<file path="src/rtl/dir_pkg.sv">
package dir_pkg;

  typedef enum logic [1:0] {
    REQ_READ    = 2'd0,
    REQ_WRITE   = 2'd1,
    REQ_UPGRADE = 2'd2,
    REQ_ALTW    = 2'd3
  } req_kind_t;

  typedef enum logic [1:0] {
    DS_UNCACHED = 2'd0,
    DS_SHARED   = 2'd1,
    DS_EXCL     = 2'd2
  } dir_state_t;

  typedef enum logic [1:0] {
    MSG_NONE      = 2'd0,
    MSG_INV       = 2'd1,
    MSG_FETCH     = 2'd2,
    MSG_FETCH_INV = 2'd3
  } msg_kind_t;

  typedef enum logic {
    RSP_SHARED = 1'b0,
    RSP_EXCL   = 1'b1
  } rsp_kind_t;

  // strobes from control to datapath
  typedef struct packed {
    logic      latchReq;
    logic      loadPend;
    msg_kind_t kind;
    logic      sendMsg;
    logic      ackEn;
    logic      commit;
  } ctrl_strobe_t;

endpackage

</file>
<file path="src/rtl/dir_datapath.sv">
module dir_datapath
  import dir_pkg::*;
#(
  parameter int NUM_PROCS  = 4,
  parameter int NUM_BLOCKS = 16,
  parameter int DATA_W     = 32,
  localparam int PROC_W    = $clog2(NUM_PROCS),
  localparam int ADDR_W    = $clog2(NUM_BLOCKS)
) (
  input  logic                        clk,
  input  logic                        rstN,
  input  ctrl_strobe_t                strb,
  input  logic [1:0]                  reqType,
  input  logic [PROC_W-1:0]           reqProc,
  input  logic [ADDR_W-1:0]           reqAddr,
  input  logic [NUM_PROCS-1:0]        ackValid,
  input  logic [NUM_PROCS*DATA_W-1:0] ackData,
  output dir_state_t                  curState,
  output logic [NUM_PROCS-1:0]        curBits,
  output logic [NUM_PROCS-1:0]        reqOneHot,
  output logic                        reqIsRead,
  output logic                        otherHolders,
  output logic                        pendEmpty,
  output logic [NUM_PROCS-1:0]        msgValid,
  output logic [1:0]                  msgType,
  output logic [ADDR_W-1:0]           msgAddr,
  output logic [PROC_W-1:0]           rspProc,
  output logic [ADDR_W-1:0]           rspAddr,
  output logic                        rspType,
  output logic [DATA_W-1:0]           rspData
);

  dir_state_t           stateArr [NUM_BLOCKS];
  logic [NUM_PROCS-1:0] bitsArr  [NUM_BLOCKS];
  logic [DATA_W-1:0]    memArr   [NUM_BLOCKS];

  logic [1:0]           typeReg;
  logic [PROC_W-1:0]    procReg;
  logic [ADDR_W-1:0]    addrReg;
  logic [NUM_PROCS-1:0] pendMask;
  msg_kind_t            kindReg;
  logic                 kindCarriesData;

  assign curState        = stateArr[addrReg];
  assign curBits         = bitsArr[addrReg];
  assign reqOneHot       = {{(NUM_PROCS-1){1'b0}}, 1'b1} << procReg;
  assign reqIsRead       = (typeReg == REQ_READ);
  assign otherHolders    = |(curBits & ~reqOneHot);
  assign pendEmpty       = (pendMask == '0);
  assign kindCarriesData = (kindReg == MSG_FETCH) || (kindReg == MSG_FETCH_INV);

  assign msgValid = strb.sendMsg ? pendMask : '0;
  assign msgType  = strb.sendMsg ? kindReg : MSG_NONE;
  assign msgAddr  = addrReg;

  assign rspProc = procReg;
  assign rspAddr = addrReg;
  assign rspType = reqIsRead ? RSP_SHARED : RSP_EXCL;
  assign rspData = memArr[addrReg];

  always_ff @(posedge clk) begin
    if (!rstN) begin
      typeReg  <= '0;
      procReg  <= '0;
      addrReg  <= '0;
      pendMask <= '0;
      kindReg  <= MSG_NONE;
      for (int b = 0; b < NUM_BLOCKS; b++) begin
        stateArr[b] <= DS_UNCACHED;
        bitsArr[b]  <= '0;
        memArr[b]   <= '0;
      end
    end else begin
      if (strb.latchReq) begin
        typeReg <= reqType;
        procReg <= reqProc;
        addrReg <= reqAddr;
      end
      if (strb.loadPend) begin
        pendMask <= curBits & ~reqOneHot;
        kindReg  <= strb.kind;
      end else if (strb.ackEn) begin
        pendMask <= pendMask & ~ackValid;
        for (int p = 0; p < NUM_PROCS; p++) begin
          if (ackValid[p] && pendMask[p] && kindCarriesData)
            memArr[addrReg] <= ackData[p*DATA_W +: DATA_W];
        end
      end
      if (strb.commit) begin
        if (reqIsRead) begin
          stateArr[addrReg] <= DS_SHARED;
          bitsArr[addrReg]  <= curBits | reqOneHot;
        end else begin
          stateArr[addrReg] <= DS_EXCL;
          bitsArr[addrReg]  <= reqOneHot;
        end
      end
    end
  end

endmodule

</file>
<file path="src/rtl/dir_ctrl.sv">
module dir_ctrl
  import dir_pkg::*;
(
  input  logic         clk,
  input  logic         rstN,
  input  logic         reqValid,
  input  dir_state_t   curState,
  input  logic         reqIsRead,
  input  logic         otherHolders,
  input  logic         pendEmpty,
  output logic         reqReady,
  output logic         rspValid,
  output ctrl_strobe_t strb
);

  typedef enum logic [2:0] {
    ST_IDLE, ST_LOOKUP, ST_SEND, ST_WAIT, ST_REPLY
  } ctrl_state_t;

  ctrl_state_t state, nextState;
  msg_kind_t   lookupKind;

  // which message a request needs, given the entry state
  always_comb begin
    lookupKind = MSG_NONE;
    if (reqIsRead) begin
      if (curState == DS_EXCL) lookupKind = MSG_FETCH;
    end else begin
      unique case (curState)
        DS_SHARED: lookupKind = MSG_INV;
        DS_EXCL:   lookupKind = MSG_FETCH_INV;
        default:   lookupKind = MSG_NONE;
      endcase
    end
  end

  always_comb begin
    strb      = '0;
    reqReady  = 1'b0;
    rspValid  = 1'b0;
    nextState = state;
    unique case (state)
      ST_IDLE: begin
        reqReady = 1'b1;
        if (reqValid) begin
          strb.latchReq = 1'b1;
          nextState     = ST_LOOKUP;
        end
      end
      ST_LOOKUP: begin
        if ((lookupKind != MSG_NONE) && otherHolders) begin
          strb.loadPend = 1'b1;
          strb.kind     = lookupKind;
          nextState     = ST_SEND;
        end else begin
          nextState = ST_REPLY;
        end
      end
      ST_SEND: begin
        strb.sendMsg = 1'b1;
        strb.ackEn   = 1'b1;
        nextState    = ST_WAIT;
      end
      ST_WAIT: begin
        strb.ackEn = 1'b1;
        if (pendEmpty) nextState = ST_REPLY;
      end
      ST_REPLY: begin
        rspValid    = 1'b1;
        strb.commit = 1'b1;
        nextState   = ST_IDLE;
      end
      default: nextState = ST_IDLE;
    endcase
  end

  always_ff @(posedge clk) begin
    if (!rstN) state <= ST_IDLE;
    else       state <= nextState;
  end

endmodule

</file>
<file path="src/rtl/dir_top.sv">
module dir_top
  import dir_pkg::*;
#(
  parameter int NUM_PROCS  = 4,
  parameter int NUM_BLOCKS = 16,
  parameter int DATA_W     = 32,
  localparam int PROC_W    = $clog2(NUM_PROCS),
  localparam int ADDR_W    = $clog2(NUM_BLOCKS)
) (
  input  logic                        clk,
  input  logic                        rstN,
  input  logic                        reqValid,
  output logic                        reqReady,
  input  logic [1:0]                  reqType,
  input  logic [PROC_W-1:0]           reqProc,
  input  logic [ADDR_W-1:0]           reqAddr,
  output logic [NUM_PROCS-1:0]        msgValid,
  output logic [1:0]                  msgType,
  output logic [ADDR_W-1:0]           msgAddr,
  input  logic [NUM_PROCS-1:0]        ackValid,
  input  logic [NUM_PROCS*DATA_W-1:0] ackData,
  output logic                        rspValid,
  output logic [PROC_W-1:0]           rspProc,
  output logic [ADDR_W-1:0]           rspAddr,
  output logic                        rspType,
  output logic [DATA_W-1:0]           rspData
);

  ctrl_strobe_t         strb;
  dir_state_t           entState;
  logic [NUM_PROCS-1:0] entBits;
  logic [NUM_PROCS-1:0] reqOneHot;
  logic                 reqIsRead;
  logic                 otherHolders;
  logic                 pendEmpty;

  dir_ctrl u_ctrl (
    .clk          (clk),
    .rstN         (rstN),
    .reqValid     (reqValid),
    .curState     (entState),
    .reqIsRead    (reqIsRead),
    .otherHolders (otherHolders),
    .pendEmpty    (pendEmpty),
    .reqReady     (reqReady),
    .rspValid     (rspValid),
    .strb         (strb)
  );

  dir_datapath #(
    .NUM_PROCS  (NUM_PROCS),
    .NUM_BLOCKS (NUM_BLOCKS),
    .DATA_W     (DATA_W)
  ) u_dp (
    .clk          (clk),
    .rstN         (rstN),
    .strb         (strb),
    .reqType      (reqType),
    .reqProc      (reqProc),
    .reqAddr      (reqAddr),
    .ackValid     (ackValid),
    .ackData      (ackData),
    .curState     (entState),
    .curBits      (entBits),
    .reqOneHot    (reqOneHot),
    .reqIsRead    (reqIsRead),
    .otherHolders (otherHolders),
    .pendEmpty    (pendEmpty),
    .msgValid     (msgValid),
    .msgType      (msgType),
    .msgAddr      (msgAddr),
    .rspProc      (rspProc),
    .rspAddr      (rspAddr),
    .rspType      (rspType),
    .rspData      (rspData)
  );

endmodule

</file>
<file path="config.mk">
export PLATFORM = sky130hd
export DESIGN_NAME = dir_top
export DESIGN_NICKNAME = d
export VERILOG_FILES = /design/src/rtl/dir_pkg.sv /design/src/rtl/dir_datapath.sv /design/src/rtl/dir_ctrl.sv /design/src/rtl/dir_top.sv
export SDC_FILE = /design/constraint.sdc
export NUM_CORES = 1
export LEC_CHECK = 0
export CORE_MARGIN = 5
export CORE_UTILIZATION = 40
export CTS_BUF_LIST = sky130_fd_sc_hd__clkbuf_8 sky130_fd_sc_hd__clkbuf_16
export CTS_CLUSTER_SIZE = 20
export DETAILED_ROUTE_END_ITERATION = 16
export HOLD_SLACK_MARGIN = 0.05
export PLACE_DENSITY = 0.63
export SYNTH_ARGS = -nofsm -noshare
export SYNTH_HDL_FRONTEND = slang
export SYNTH_SLANG_ARGS = --single-unit
</file>
<file path="constraint.sdc">
create_clock -name clk -period 4.1 [get_ports clk]
set_input_delay 0.82 -clock clk [delete_from_list [all_inputs] [get_ports clk]]
set_output_delay 0.82 -clock clk [all_outputs]
set_load 0.01 [all_outputs]
</file>
==> flow_summary.json, run 1 <==
{
  "status": "finished, final reports clean",
  "min-delay-start": "u_dp.kindReg[0]",
  "cts_tree": "done",
  "clkLatencyLatePin_ns": 0.60,
  "first_iter_violations": 1777,
  "clkPwrFrac_pct": 38.0,
  "first_pass_iters": 5,
  "cts_made_buffers": 66,
  "p_switching_mw": 3.278,
  "layout-drive-gt1-share_pct": 19.91,
  "rsz0062_at_grt": "true",
  "final_antenna_net_count": 0,
  "hold_class": "reg -> reg",
  "antenna_found_initial": 0,
  "power_mw": 14.32,
  "wl_per_cell_um": 25.62,
  "viasPerCell": 5.592,
  "r2r_setup_slack_ns": 0.77,
  "htree_levels": 3,
  "min_path_cells": 2,
  "slew_violations": 0,
  "rows": 97,
  "grtUsageTotal_pct": 20.89,
  "rr_endpoint": "u_dp.pendMask[2]",
  "synth_nets": 2085,
  "dieWidth_um": 275.0,
  "path_class": "reg -> out",
  "cts_hold_buffers": 0,
  "place_hpwl_mm": 47.78,
  "die_y_um": 275.0,
  "async_reset_ff_share_pct": 0,
  "finalNetCount": 2271,
  "worst-path-stages": 4,
  "max_freq_mhz": 252.3,
  "cts_resized": 0,
  "area_delta_synth_final_pct": 18.86,
  "synth_top_area_share_pct": 65.01,
  "dp_cells": 2999,
  "drc": 0,
  "path_buf_inv": 2,
  "pwr-share-seq_pct": 51.4,
  "die_area_mm2": 0.07561,
  "p_comb_share_pct": 10.6,
  "fill_cells": 5911,
  "reg2reg_depth": 10,
  "hold_end": "u_dp.kindReg[0]",
  "routabilityCongestion": 0.8138,
  "end_kind": "output pin",
  "stdcell_count": 3110,
  "diodes": 0,
  "ys_types": 50,
  "setup_viol": 0,
  "critPathArrivalTime_ns": 3.14,
  "setup_tns_ns": 0,
  "ioPinCount": 194,
  "grt_pass1_vias": 17865,
  "synth_flop_cell": "edfxtp_1",
  "grt_pass1_wl_mm": 116.4,
  "synth_area_leader_cell": "edfxtp_1",
  "clkSinkCount": 629,
  "maxCapViolCount": 0,
  "max_slew_margin_pct": 42.82,
  "crit_required_ns": 3.28,
  "holdWs_ns": 0.4656,
  "grt_start_max_net_pins": 69,
  "worst_pin_slew_ns": 0.8577,
  "path_cells": "buf_12 -> mux4_2 -> mux4_2 -> clkdlybuf4s50_1",
  "period_needed_ns": 3.964,
  "clkSlewWorstSetupHoldPaths_ns": 0.07,
  "skew_ns": 0.02263,
  "leakage_nw": 11.42,
  "ys.warnings.count": 0,
  "grt_overflow": 0,
  "post_cts_buffers": 0,
  "crit_fanout": 59,
  "synth_seq_cells": 629,
  "clockBufferDepth": 3,
  "setup_ws_ns": 0.1357,
  "p_per_area_mw_per_mm2": 429.0,
  "swShare_pct": 22.90,
  "intPower_mw": 11.04,
  "vias": 17390,
  "slowest_delay_ns": 0.59,
  "post-route-period-util_pct": 96.69,
  "hold_violations": 0,
  "synth.most_common_cell": "nor2_1",
  "cts_root_buf": "clkbuf_16",
  "start_util_pct": 40.24,
  "ir_drop_mv": 0.2512,
  "wirelength_mm": 79.68,
  "crit_top_cell": "mux4_2",
  "portBuffers": 193,
  "cpLargestDelayFamily": "multiplexers",
  "ys_top_cells_by_count": "nor2_1, edfxtp_1, mux4_2, nand2_1, clkbuf_1",
  "avgSynthCellArea_um2": 14.47,
  "critPathLaunchType": "flip-flop",
  "syn_inst": 1941,
  "syn_area_mm2": 0.02808,
  "core_mm2": 0.06979,
  "synth-edff-count": 608,
  "ys_seq_area_share_pct": 66.51,
  "slowest_stage": "mux4_2",
  "synth_area_leaders": "edfxtp_1, mux4_2, nor2_1, mux2i_1, dfxtp_1",
  "pre_cts_ws_ns": 0.6518
}
-- worst max path at each step --
stage | start | end | slack, ns
CTS | flip-flop | rspData[12] | 0.05
global route | flip-flop | rspData[29] | -0.0008
floorplan | flip-flop | u_dp.kindReg[0] | 0.56
detailed placement | rstN | u_dp.memArr[6][18] | 0.65
finish | flip-flop | rspData[24] | 0.14
global placement | flip-flop | rspData[12] | 0.71
-- cells by family (layout without fill, tap and decap cells) --
family | after synthesis | in the layout | share of synthesized area [%]
adder cells (fa/ha/maj) | 1 | 1 | 0.04455
multiplexers | 234 | 234 | 16.47
AND/OR/NAND/NOR | 812 | 812 | 11.45
AO/OA/AOI/OAI | 96 | 96 | 2.736
flip-flops | 629 | 629 | 66.51
buffers and inverters | 169 | 398 | 2.793
-- flip-flops by register name, indices dropped and copies added (netlist names), named ones only --
name / flops
u_ctrl.state: 3
u_dp.bitsArr: 64
u_dp.kindReg: 2
u_dp.memArr: 512
u_dp.msgAddr: 4
u_dp.pendMask: 4
u_dp.rspProc: 2
u_dp.stateArr: 32
u_dp.typeReg: 2
-- power by group through the flow --
stage	logic, mW	clock network, mW	registers, mW
after floorplan	0.878	0	7.42
after global placement	1.52	0	7.48
after detailed placement	1.53	0	7.49
after CTS	1.53	5.55	7.36
after global routing	1.61	5.82	7.37
final	1.52	5.44	7.36
-- layer usage --
metal / track usage, % / routed length, um / vias up
li1: - / - / 7527
met1: 27.50 / 30760 / 8929
met4: 6.934 / 2405 / 0
met3: 3.776 / 6412 / 132
met5: 0 / 0 / -
met2: 35.36 / 40100 / 802
-- worst min-delay path, cell delays in order (launching register included) --
cell	delay, ns
dfxtp_1	0.31
nand2_1	0.05
mux2i_1	0.05
-- cells in the final DEF, fill, tap and decap left out, types with 18 or more instances in the layout --
cell and count:
clkdlybuf4s50_1 192, inv_1 18, mux4_2 181, buf_4 73
nand2_1 62, mux2i_1 50, nor2_1 657, edfxtp_1 608
a21oi_2 32, clkbuf_16 69, nand2_2 28, a211oi_1 32
-- final cells by class --
class / instances / area [um2] / area share [%]
clock buffer: 69 / 1727 / 5.173
clock inverter: 42 / 206.4 / 0.6185
inverter: 3 / 11.26 / 0.03374
multi-input combinational: 1143 / 8722 / 26.13
sequential: 629 / 18690 / 56.00
tap: 940 / 1176 / 3.524
timing repair buffer: 284 / 2843 / 8.517
-- through the flow --
stage / util (%) / cell area (um2)
2_1_floorplan: - / 28080
3_3_place_gp: 45.05 / 31440
3_5_place_dp: 45.05 / 31440
4_1_cts: 47.82 / 33370
5_1_grt: 47.83 / 33380
6_report: 47.83 / 33380
(Power assumes the default switching activity.)
==> inputs of run 2 (changes only) <==
clock period = 3.7 ns   (was 4.1 ns; I/O delays follow)
==> run 2 against run 1 <==
- die area stayed put
- global-route usage increased by 0.36 points
- combinational power rose by 14%
- sequential cell count unchanged
- sequential share of layout area is 0.49 points lower
- cell count up 0.71%
- clock-buffer cell count down 6
- hold slack improved by 0.0010 ns
- non-clock buffer count rose by 25
- clock power grew 6.4%
==> flow_summary.json, run 2 (synthesis results as in run 1) <==
{
  "reg.largest.list": "u_dp.memArr: 512 flops, u_dp.bitsArr: 64 flops, u_dp.stateArr: 32 flops",
  "skew_ns": 0.01624,
  "p_per_area_mw_per_mm2": 465.3,
  "setup_tns_ns": 0,
  "period_needed_ns": 3.612,
  "cts_made_buffers": 61,
  "grtUsageTotal_pct": 21.26,
  "worst_pin_slew_ns": 0.8438,
  "largest_reg_flops": 512,
  "area_delta_synth_final_pct": 19.91,
  "ioPinCount": 194,
  "layout-drive-gt1-share_pct": 20.89,
  "post-route-period-util_pct": 97.61,
  "routabilityCongestion": 0.8353,
  "dp_cells": 3011,
  "final_cell_mix": "nor2_1, edfxtp_1, mux4_2",
  "clkSlewWorstSetupHoldPaths_ns": 0.07,
  "dieWidth_um": 275.0,
  "clockBufferDepth": 3,
  "drc": 0,
  "critPathArrivalTime_ns": 2.87,
  "status": "finished, final reports clean",
  "cts_root_buf": "clkbuf_16",
  "leakage_nw": 11.69,
  "die_area_mm2": 0.07561,
  "max_freq_mhz": 276.9,
  "diodes": 0,
  "place_hpwl_mm": 48.36,
  "die_y_um": 275.0,
  "holdWs_ns": 0.4666,
  "min-delay-start": "u_dp.kindReg[0]",
  "largest-register": "u_dp.memArr",
  "first_iter_violations": 1983,
  "hold_class": "reg -> reg",
  "grt_pass1_wl_mm": 119.1,
  "wl_per_cell_um": 25.84,
  "core_mm2": 0.06979,
  "rsz0062_at_grt": "false",
  "ir_drop_mv": 0.3262,
  "first_pass_iters": 5,
  "final_common_cell": "nor2_1",
  "setup_viol": 0,
  "fill_cells": 5934,
  "stdcell_count": 3132,
  "clkSinkCount": 629,
  "portBuffers": 193,
  "grt_start_max_net_pins": 65,
  "grt_overflow": 0,
  "clkLatencyLatePin_ns": 0.63,
  "r2r_setup_slack_ns": 0.47,
  "end_kind": "output pin",
  "grt_pass1_vias": 18262,
  "critPathLaunchType": "flip-flop",
  "htree_levels": 2,
  "start_util_pct": 40.24,
  "path_class": "reg -> out",
  "viasPerCell": 5.647,
  "antenna_found_initial": 1,
  "crit_fanout": 10,
  "rr_endpoint": "u_dp.pendMask[0]",
  "crit_required_ns": 2.96,
  "maxCapViolCount": 0,
  "rows": 97,
  "hold_violations": 0,
  "final_antenna_net_count": 0,
  "min_path_cells": 2,
  "hold_end": "u_dp.kindReg[0]",
  "wirelength_mm": 80.94,
  "cts_tree": "done",
  "slew_violations": 0,
  "vias": 17685,
  "reg2reg_depth": 10,
  "max_slew_margin_pct": 43.75,
  "finalNetCount": 2291
}
[run 2: routing by layer]
metal	vias up	global-route usage [%]	share of wire, %
met3	131	3.942	9.2
li1	7577	-	-
met5	-	0	0
met1	9068	27.99	38
met2	909	36.72	51
met4	0	5.363	2.6
[run 2: area by class of cell]
cell class | count | area (um2) | area share, %
Inverter | 3 | 11.26 | 0.03344
Multi-Input combinational cell | 1143 | 8730 | 25.92
Tap cell | 940 | 1176 | 3.493
Clock inverter | 45 | 249.0 | 0.7394
Sequential cell | 629 | 18690 | 55.51
Timing Repair Buffer | 309 | 3239 | 9.620
Clock buffer | 63 | 1577 | 4.682
[run 2: where the power goes]
| part | switching (mW) | total [mW] | internal, mW |
|---|---|---|---|
| logic | 0.919 | 1.74 | 0.820 |
| clock network | 2.60 | 5.79 | 3.18 |
| registers | 0.119 | 8.14 | 8.02 |
| total | 3.64 | 15.7 | 12.0 |
[run 2: through the flow]
stage	setup slack (ns)	power, mW	util (%)	area (um2)
5_1_grt	0.008738	16.16	48.25	33670
2_1_floorplan	0.1577	9.199	-	28080
3_5_place_dp	0.3166	10.05	45.42	31700
4_1_cts	0.005737	15.78	48.24	33660
6_report	0.08844	15.67	48.25	33670
3_3_place_gp	0.1815	10.02	45.42	31700
[run 2: worst max path at each step]
stage | from | endpoint | slack, ns
2_1_floorplan | flip-flop | u_dp.kindReg[0] | 0.16
3_3_place_gp | ackValid[2] | u_dp.memArr[0][10] | 0.18
3_5_place_dp | ackValid[2] | u_dp.memArr[0][10] | 0.32
4_1_cts | flip-flop | rspData[10] | 0.006
5_1_grt | flip-flop | rspData[5] | 0.009
6_report | flip-flop | rspData[20] | 0.09
[run 2: critical path: stages (launching register included)]
cell and delay, ns:
dfxtp_4 0.38, buf_12 0.18, buf_12 0.16, mux4_2 0.50, mux4_2 0.47, clkdlybuf4s50_1 0.55
[run 2: repair_timing]
item,in CTS,in global routing
gates cloned,2,0
gates resized for setup,28,5
hold buffers,0,0
setup endpoints to repair,30,5
pin swaps,0,0
hold endpoints to repair,0,0
setup buffers,11,0
==> inputs of run 3 (changes only) <==
PLACE_DENSITY = 0.65   (was 0.63)
SKIP_CTS_REPAIR_TIMING = 1   (was not set)
clock period = 3.3 ns   (was 3.7 ns; I/O delays follow)
==> run 3 against run 2 <==
- sequential power rose by 12%
- via count rose by 1.8%
- the flow now finishes with violations (setup timing)
- design area up 2.5%
- critical endpoint is now rspData[30]
- setup slack got worse by 0.22 ns
- critical path type unchanged
- highest routed layer unchanged
- die area stayed put
- utilization increased by 1.2 points
==> flow_summary.json, run 3 (synthesis results as in run 1) <==
{
  "hold_violations": 0,
  "p_comb_share_pct": 11.3,
  "clkSinkCount": 629,
  "period_needed_ns": 3.430,
  "setup_ws_ns": -0.1301,
  "wl_met3_mm": 7.952,
  "multi_input_area_mm2": 0.008711,
  "final_cell_mix": "nor2_1, edfxtp_1, mux4_2",
  "place_area_mm2": 0.03187,
  "pwr-share-seq_pct": 50.1,
  "worst_pin_slew_ns": 0.6073,
  "crit_top_cell": "buf_6",
  "cts_tree": "done",
  "leakage_nw": 12.10,
  "intPower_mw": 14.05,
  "violations": "setup timing",
  "slowest_stage": "mux4_2",
  "crit_required_ns": 2.64,
  "pre_cts_ws_ns": 0.02530,
  "critPathArrivalTime_ns": 2.77,
  "area_delta_synth_final_pct": 22.94,
  "reg.largest.list": "u_dp.memArr: 512 flops, u_dp.bitsArr: 64 flops, u_dp.stateArr: 32 flops",
  "maxCapViolCount": 0,
  "max_freq_mhz": 291.5,
  "p_per_area_mw_per_mm2": 527.2,
  "routabilityCongestion": 0.8336,
  "endpoint": "rspData[30]",
  "first_iter_violations": 2092,
  "vias": 18000,
  "setup_viol": 18,
  "largest-register": "u_dp.memArr",
  "final_common_cell": "nor2_1",
  "wl_met1_mm": 30.00,
  "path_class": "reg -> out",
  "cts_root_buf": "clkbuf_16",
  "die_y_um": 275.0,
  "dieWidth_um": 275.0,
  "viasPerCell": 5.606,
  "swShare_pct": 22.79,
  "end_kind": "output pin",
  "wirelength_mm": 81.64,
  "start_util_pct": 40.24,
  "largest_reg_flops": 512,
  "worst-path-stages": 7,
  "die_area_mm2": 0.07561,
  "final_antenna_net_count": 0,
  "grtUsageTotal_pct": 20.88,
  "cts_made_buffers": 61,
  "r2r_setup_slack_ns": 0.17,
  "crit_fanout": 7,
  "rows": 97,
  "top_layer": "met4",
  "htree_levels": 2,
  "rr_endpoint": "u_dp.pendMask[0]",
  "layout-drive-gt1-share_pct": 25.06,
  "clkPwrFrac_pct": 38.6,
  "stdcell_area_mm2": 0.03452,
  "rsz0062_at_grt": "true",
  "finalNetCount": 2372,
  "first_pass_iters": 5,
  "grt_overflow": 0,
  "place_hpwl_mm": 49.75,
  "antenna_found_initial": 0,
  "status": "finished with violations",
  "clkSlewWorstSetupHoldPaths_ns": 0.06,
  "holdWs_ns": 0.4668,
  "portBuffers": 193,
  "ioPinCount": 194,
  "max_slew_margin_pct": 59.46,
  "path_buf_inv": 5,
  "drc": 0,
  "grt_pass1_vias": 18214,
  "diodes": 0,
  "slew_violations": 0,
  "clkLatencyLatePin_ns": 0.63,
  "cpLargestDelayFamily": "multiplexers",
  "p_switching_mw": 4.148,
  "seq_area_mm2": 0.01869,
  "post-route-period-util_pct": 103.9,
  "grt_start_max_net_pins": 62,
  "ir_drop_mv": 0.4452,
  "clockBufferDepth": 3,
  "critPathLaunchType": "flip-flop",
  "slowest_delay_ns": 0.56,
  "grt_pass1_wl_mm": 116.6,
  "final_util_pct": 49.47,
  "wl_met2_mm": 40.75,
  "wl_per_cell_um": 25.43,
  "reg2reg_depth": 10,
  "fill_cells": 5790,
  "path_cells": "buf_6 -> clkbuf_16 -> buf_6 -> clkbuf_16 -> mux4_2 -> mux4_2 -> buf_6",
  "hold_class": "reg -> reg",
  "core_mm2": 0.06979,
  "skew_ns": 0.01783
}
run 3: how the worst min path moves through the flow:
stage / from / endpoint / slack [ns] / cells after the start
floorplan: u_dp.kindReg[0] / u_dp.kindReg[0] / 0.43 / 2
global placement: u_dp.typeReg[0] / u_dp.typeReg[0] / 0.46 / 2
detailed placement: u_dp.typeReg[1] / u_dp.typeReg[1] / 0.46 / 2
CTS: u_dp.typeReg[1] / u_dp.typeReg[1] / 0.47 / 2
global route: u_dp.kindReg[0] / u_dp.kindReg[0] / 0.50 / 2
finish: u_dp.typeReg[1] / u_dp.typeReg[1] / 0.47 / 2
run 3: final cells by class:
| class | instances | area share (%) |
|---|---|---|
| Clock buffer | 63 | 4.566 |
| Clock inverter | 43 | 1.210 |
| Inverter | 3 | 0.03262 |
| Multi-Input combinational cell | 1143 | 25.23 |
| Sequential cell | 629 | 54.14 |
| Tap cell | 940 | 3.407 |
| Timing Repair Buffer | 390 | 11.41 |
run 3: metal layers:
metal,track usage (%),vias up
met1,26.91,9105
met2,35.74,980
met4,7.053,0
li1,-,7730
met3,3.994,185
met5,0,-
run 3: tightest hold or removal path, stage by stage, from the launching register on:
cell,delay (ns)
dfxtp_1,0.31
nand2_1,0.05
a21boi_0,0.06
run 3: stage by stage:
stage | instances | power [mW] | setup TNS, ns
after floorplan | 1941 | 10.32 | 0
after global placement | 3048 | 11.20 | 0
after detailed placement | 3048 | 11.23 | 0
after CTS | 3154 | 18.16 | -18.52
after global routing | 3211 | 18.72 | -2.769
final | 3211 | 18.20 | -1.117
run 3: power groups by stage:
stage	sequential, mW	clock (mW)	combinational, mW
after floorplan	9.22	0	1.09
after global placement	9.29	0	1.91
after detailed placement	9.30	0	1.93
after CTS	9.13	7.08	1.94
after global routing	9.15	7.40	2.17
final	9.12	7.02	2.06
